**config.mk**
```make
export PLATFORM = sky130hd
export DESIGN_NAME = async_tx_dbuf
export DESIGN_NICKNAME = d
export VERILOG_FILES = /design/src/rtl/async_tx_pkg.sv /design/src/rtl/tx_hold_buf.sv /design/src/rtl/tx_shifter.sv /design/src/rtl/async_tx_dbuf.sv
export SDC_FILE = /design/constraint.sdc
export NUM_CORES = 1
export LEC_CHECK = 0
export ABC_AREA = 1
export BUFFER_PORTS_ARGS = -buffer_cell sky130_fd_sc_hd__buf_2
export CAP_MARGIN = 30
export CORE_MARGIN = 1
export CORE_UTILIZATION = 45
export CTS_BUF_LIST = sky130_fd_sc_hd__clkbuf_4
export DETAILED_ROUTE_END_ITERATION = 8
export GPL_TIMING_DRIVEN = 0
export PLACE_DENSITY = 0.69
export SKIP_CTS_REPAIR_TIMING = 1
export SLEW_MARGIN = 10
export SYNTH_ARGS = -nofsm -noshare
export SYNTH_HDL_FRONTEND = slang
export SYNTH_HIERARCHICAL = 1
export SYNTH_SLANG_ARGS = --single-unit
```
**constraint.sdc**
```tcl
create_clock -name clk -period 1.4 [get_ports clk]
set_input_delay 0.28 -clock clk [delete_from_list [all_inputs] [get_ports clk]]
set_output_delay 0.28 -clock clk [all_outputs]
set_load 0.01 [all_outputs]
```
**src/rtl/async_tx_pkg.sv**
```systemverilog
package async_tx_pkg;
    typedef enum logic [2:0] {
        ST_IDLE  = 3'd0,
        ST_START = 3'd1,
        ST_DATA  = 3'd2,
        ST_NINTH = 3'd3,
        ST_STOP  = 3'd4
    } tx_state_e;
endpackage

```
**src/rtl/tx_hold_buf.sv**
```systemverilog
module tx_hold_buf #(
    parameter int DATA_W = 8
) (
    input  logic              clk,
    input  logic              rst_n,
    input  logic              wr_valid,
    output logic              wr_ready,
    input  logic [DATA_W-1:0] wr_data,
    input  logic              wr_bit9,
    input  logic              take,
    output logic              full,
    output logic [DATA_W-1:0] hold_data,
    output logic              hold_bit9
);
    logic accept;

    assign wr_ready = ~full;
    assign accept   = wr_valid & ~full;

    always_ff @(posedge clk or negedge rst_n) begin
        if (!rst_n) begin
            full      <= 1'b0;
            hold_data <= '0;
            hold_bit9 <= 1'b0;
        end else if (accept) begin
            full      <= 1'b1;
            hold_data <= wr_data;
            hold_bit9 <= wr_bit9;
        end else if (take) begin
            full      <= 1'b0;
        end
    end


    accept_fills_chk: assert property (@(posedge clk) disable iff (!rst_n)
        (wr_valid && wr_ready) |=> full);
endmodule

```
**src/rtl/tx_shifter.sv**
```systemverilog
module tx_shifter
    import async_tx_pkg::*;
#(
    parameter int DATA_W = 8
) (
    input  logic              clk,
    input  logic              rst_n,
    input  logic              bit_tick,
    input  logic              tx_en,
    input  logic              nine_bit_mode,
    input  logic              hold_full,
    input  logic [DATA_W-1:0] hold_data,
    input  logic              hold_bit9,
    output logic              take,
    output logic              busy,
    output logic              tx_line
);
    localparam int CNT_W = (DATA_W > 1) ? $clog2(DATA_W) : 1;
    localparam logic [CNT_W-1:0] LAST_BIT = CNT_W'(DATA_W - 1);

    tx_state_e         state_q, state_d;
    logic [DATA_W-1:0] sh_q;
    logic [CNT_W-1:0]  cnt_q;
    logic              b9_q;
    logic              nine_q;

    // state register
    always_ff @(posedge clk or negedge rst_n) begin
        if (!rst_n) state_q <= ST_IDLE;
        else        state_q <= state_d;
    end

    // next state and load request
    always_comb begin
        state_d = state_q;
        take    = 1'b0;
        unique case (state_q)
            ST_IDLE: begin
                if (bit_tick && tx_en && hold_full) begin
                    take    = 1'b1;
                    state_d = ST_START;
                end
            end
            ST_START: begin
                if (bit_tick) state_d = ST_DATA;
            end
            ST_DATA: begin
                if (bit_tick && cnt_q == LAST_BIT)
                    state_d = nine_q ? ST_NINTH : ST_STOP;
            end
            ST_NINTH: begin
                if (bit_tick) state_d = ST_STOP;
            end
            ST_STOP: begin
                if (bit_tick) begin
                    if (tx_en && hold_full) begin
                        take    = 1'b1;
                        state_d = ST_START;
                    end else begin
                        state_d = ST_IDLE;
                    end
                end
            end
            default: state_d = ST_IDLE;
        endcase
    end

    // datapath
    always_ff @(posedge clk or negedge rst_n) begin
        if (!rst_n) begin
            sh_q   <= '0;
            cnt_q  <= '0;
            b9_q   <= 1'b0;
            nine_q <= 1'b0;
        end else if (take) begin
            sh_q   <= hold_data;
            cnt_q  <= '0;
            b9_q   <= hold_bit9;
            nine_q <= nine_bit_mode;
        end else if (state_q == ST_DATA && bit_tick) begin
            sh_q   <= sh_q >> 1;
            cnt_q  <= cnt_q + 1'b1;
        end
    end

    // outputs
    always_comb begin
        tx_line = 1'b1;
        busy    = 1'b1;
        unique case (state_q)
            ST_IDLE:  begin tx_line = 1'b1; busy = 1'b0; end
            ST_START: tx_line = 1'b0;
            ST_DATA:  tx_line = sh_q[0];
            ST_NINTH: tx_line = b9_q;
            ST_STOP:  tx_line = 1'b1;
            default:  begin tx_line = 1'b1; busy = 1'b0; end
        endcase
    end


    stop_hold_chk: assert property (@(posedge clk) disable iff (!rst_n)
        (state_q == ST_STOP && !bit_tick) |=> (state_q == ST_STOP && tx_line));


    idle_gate_chk: assert property (@(posedge clk) disable iff (!rst_n)
        (state_q == ST_IDLE && !tx_en) |=> (state_q == ST_IDLE));
endmodule

```
**src/rtl/async_tx_dbuf.sv**
```systemverilog
module async_tx_dbuf #(
    parameter int DATA_W = 8
) (
    input  logic              clk,
    input  logic              rst_n,
    input  logic              bit_tick,
    input  logic              tx_en,
    input  logic              nine_bit_mode,
    input  logic              wr_valid,
    output logic              wr_ready,
    input  logic [DATA_W-1:0] wr_data,
    input  logic              wr_bit9,
    output logic              tx_line,
    output logic              buf_empty,
    output logic              shift_empty
);
    logic              full;
    logic [DATA_W-1:0] hold_data;
    logic              hold_bit9;
    logic              take;
    logic              busy;

    tx_hold_buf #(.DATA_W(DATA_W)) u_hold (
        .clk       (clk),
        .rst_n     (rst_n),
        .wr_valid  (wr_valid),
        .wr_ready  (wr_ready),
        .wr_data   (wr_data),
        .wr_bit9   (wr_bit9),
        .take      (take),
        .full      (full),
        .hold_data (hold_data),
        .hold_bit9 (hold_bit9)
    );

    tx_shifter #(.DATA_W(DATA_W)) u_shift (
        .clk           (clk),
        .rst_n         (rst_n),
        .bit_tick      (bit_tick),
        .tx_en         (tx_en),
        .nine_bit_mode (nine_bit_mode),
        .hold_full     (full),
        .hold_data     (hold_data),
        .hold_bit9     (hold_bit9),
        .take          (take),
        .busy          (busy),
        .tx_line       (tx_line)
    );

    assign buf_empty   = ~full;
    assign shift_empty = ~busy & ~full;


    idle_line_chk: assert property (@(posedge clk) disable iff (!rst_n)
        shift_empty |-> tx_line);


    reload_tick_chk: assert property (@(posedge clk) disable iff (!rst_n)
        $rose(buf_empty) |-> $past(bit_tick));


    line_stable_chk: assert property (@(posedge clk) disable iff (!rst_n)
        !$past(bit_tick) |-> $stable(tx_line));
endmodule

```
==> metrics.md <==
| Metric | Value |
|---|---|
| CP max stage cell | dfrtp_2 |
| Top-area cell type share of the netlist area | between 50% and 60% |
| CTS root buffer | clkbuf_4 |
| Final instance area | between 1500 and 2000 um2 |
| Slew @ Worst Pin | ~0.57 ns |
| Die X | approximately 56 um |
| Cell count after synthesis | about 160 |
| Dpl hpwl | between 1.5 and 2 mm |
| Hold Path Cell Cnt | 3 |
| Initial Util | about 47% |
| Final period utilization | 119% |
| Peak supply drop | 0.00136 V |
| GRT Resource Usage Total | approximately 17% |
| Crit path required time | 1.12 ns |
| Crit path from | u_shift/state_q[1]$_DFFE_PN0P_ |
| Final ANT Viol Nets | 0 |
| Stages on the worst setup path | 6 |
| Worst-case reg-to-reg path depth | 8 |
| Reg-to-reg startpoint | u_shift/cnt_q[0]$_DFFE_PN0P_ |
| NumNets Final | between 200 and 250 |
| Worst Skew | between 0.001 and 0.0015 ns |
| Area leader, netlist | dfrtp_1 |
| PortBufs | 17 |
| Worst Hold Class | in -> reg |
| Drc violations | 0 |
| Final min period | approximately 1.7 ns |
| Routability cong. | a little under 0.9 |
| FP Rows | 19 |
| Critical path class | reg -> out |
| Drt wl/cell | 10.9 um |
| Initial antenna violation count | 0 |
| Rel. slew slack | about 62% |
| Static leakage | between 0.8 and 0.9 nW |
| Seq cells post-synth | 26 |
| Crit path largest cell delay | roughly 0.48 ns |
| Vias | 1048 |
| Vias/cell | between 4 and 5 |
| Run status | complete, but fails checks |
| TritonRoute pass-1 iters | 4 |
| Crit path DAT | approximately 1.4 ns |
| Critical-path cell list | nor2_4 -> inv_4 -> nand2_2 -> nand2_1 -> nor2_1 -> buf_2 |
| Largest cells by area after synthesis | dfrtp_1, nand2_1, nand3_1, buf_6, inv_1 |
| Syn-to-layout area delta | 16.9% |
| Die height | ~56 um |
| Startpoint Class | flop |
| Synth Area per Inst | between 8 and 9 um2 |
| Fmax | between 0.5 and 0.6 GHz |
| Unrepaired setup endpoints after global routing | yes |
| Crit path capture type | primary output |
| Layout cell share with drive strength beyond 1 | 24.5% |
| CTS max path bufs | 2 |
| Failing checks | negative setup slack |
| Worst Path Buf+Inv | 2 |
| Clock Sinks | 26 |
| CTS tree | done |
| First-pass GRT wire length | around 4.3 mm |
| Die ar. | about 3100 um2 |
| Final Hold Violating Endpoints | 0 |
| Total Wirelength | about 2.3 mm |
| Max FO, Critical Path | 6 |
| Mapped Area | around 1300 um2 |
| Slew Viols, Final | 0 |
| Total gr overflow | 0 |
| Post-Place Cell Area | 1420 um2 |
| Net Count, Synth | between 150 and 200 |
| Most common cell after layout, fill and taps aside | nand2_1 |
| Synth cell types | 17 |
| Final setup violation count | 3 |
| Crit path max-delay family | flip-flops |
| Clock latency on the worst-skew pair | 0.32 ns |
| Maxcap violations | 0 |
| Most frequent cells in the layout | nand2_1, nand3_1, dfrtp_1 |
| Hold_sp | nine_bit_mode |
| Placeable Area | around 2700 um2 |
| Final WS setup | -0.269 ns |
| H-tree depth | 1 |
| Seq/Total Area, Yosys | between 50% and 60% |
| Clock-pin transition on the worst setup and hold timing paths | between 0.1 and 0.15 ns |
| Clock buffer count from CTS | 3 |
| Tot Pwr | 3.10 mW |
| IO Pins | 19 |
| Power per cell area | between 2000 and 2500 nW/um2 |
| Yosys Warn Count | 6 |
| Largest net degree at the start of global routing | 27 |
| Diode count | 0 |
| Iteration-0 DRC Markers | 29 |
| Vias in the first global route | 1053 |
[routing by layer]
layer | global-route usage, % | vias to the layer above | part of all wire (%)
li1 | - | 549 | -
met1 | 21.3 | 471 | 48
met2 | 30.1 | 24 | 47
met3 | 3.02 | 4 | 3.4
met4 | 7.14 | 0 | 1.5
met5 | 0 | - | 0
[cell type report]
cell class	count	area (um2)
Fill cell	252	1220
Sequential cell	26	654
Multi-Input combinational cell	117	568
Timing Repair Buffer	22	138
Buffer	4	45.0
Inverter	11	43.8
Tap cell	31	38.8
Clock buffer	3	22.5
Clock inverter	1	3.75
[path summary, 6_finish.rpt]
check	end	slack (ns)
hold reg to reg	u_hold/hold_data[0]$_DFFE_PN0P_	0.49
hold / removal	u_shift/nine_q$_DFFE_PN0N_	0.16
setup reg to reg	u_shift/state_q[0]$_DFFE_PN0P_	0.12
min in group asynchronous	u_shift/state_q[2]$_DFFE_PN0P_	0.46
max in group asynchronous	u_hold/full$_DFFE_PN0P_	0.54
setup / recovery	shift_empty	-0.27
[cells by family (layout without fill, tap and decap cells)]
| kind of cell | count (synthesis) | after routing | synth area share (%) |
|---|---|---|---|
| and+or+nand+nor | 110 | 110 | 38.7 |
| DFF | 26 | 26 | 50.2 |
| AOI/OAI and AO/OA | 5 | 5 | 2.22 |
| buffers and inverters | 15 | 41 | 6.86 |
| adders and majority gates | 2 | 2 | 1.93 |
[per-stage QoR]
stage / setup TNS, ns / utilization [%] / hold WS (ns) / std cells / worst slack, ns
3_3_place_gp: 0 / 51.9 / 0.309 / 206 / 0.0417
2_1_floorplan: 0 / - / -0.0156 / 158 / 0.135
5_1_grt: -0.817 / 55.4 / 0.152 / 215 / -0.378
6_report: -0.544 / 55.4 / 0.161 / 215 / -0.269
4_1_cts: -0.755 / 52.9 / -0.0624 / 210 / -0.367
3_5_place_dp: 0 / 51.9 / 0.308 / 206 / 0.0193
[sequential cells by signal, summed over array words and instances (netlist names)]
register and count:
u_hold/hold_bit9 1, u_shift/sh_q 8, u_shift/nine_q 1, u_hold/hold_data 8, u_shift/cnt_q 3, u_shift/state_q 3, u_shift/b9_q 1, u_hold/full 1
[synth_stat cells (all sizes together)]
| cell type | count |
|---|---|
| nand2 | 72 |
| nand3 | 28 |
| dfrtp | 26 |
| inv | 11 |
| nor2 | 9 |
| buf | 4 |
| o21ai | 3 |
| a21oi | 2 |
| ha | 2 |
| nor3 | 1 |
[report_power, final]
part	internal (mW)	switching, mW
clock network	0.105	0.230
logic	0.602	0.821
registers	1.11	0.238
total	1.81	1.29
[worst min-delay path, cell delays in order]
cell,delay [ns]
buf_2,0.07
nand2_1,0.04
o21ai_0,0.06
No activity file was read; power rests on OpenSTA's default activity.
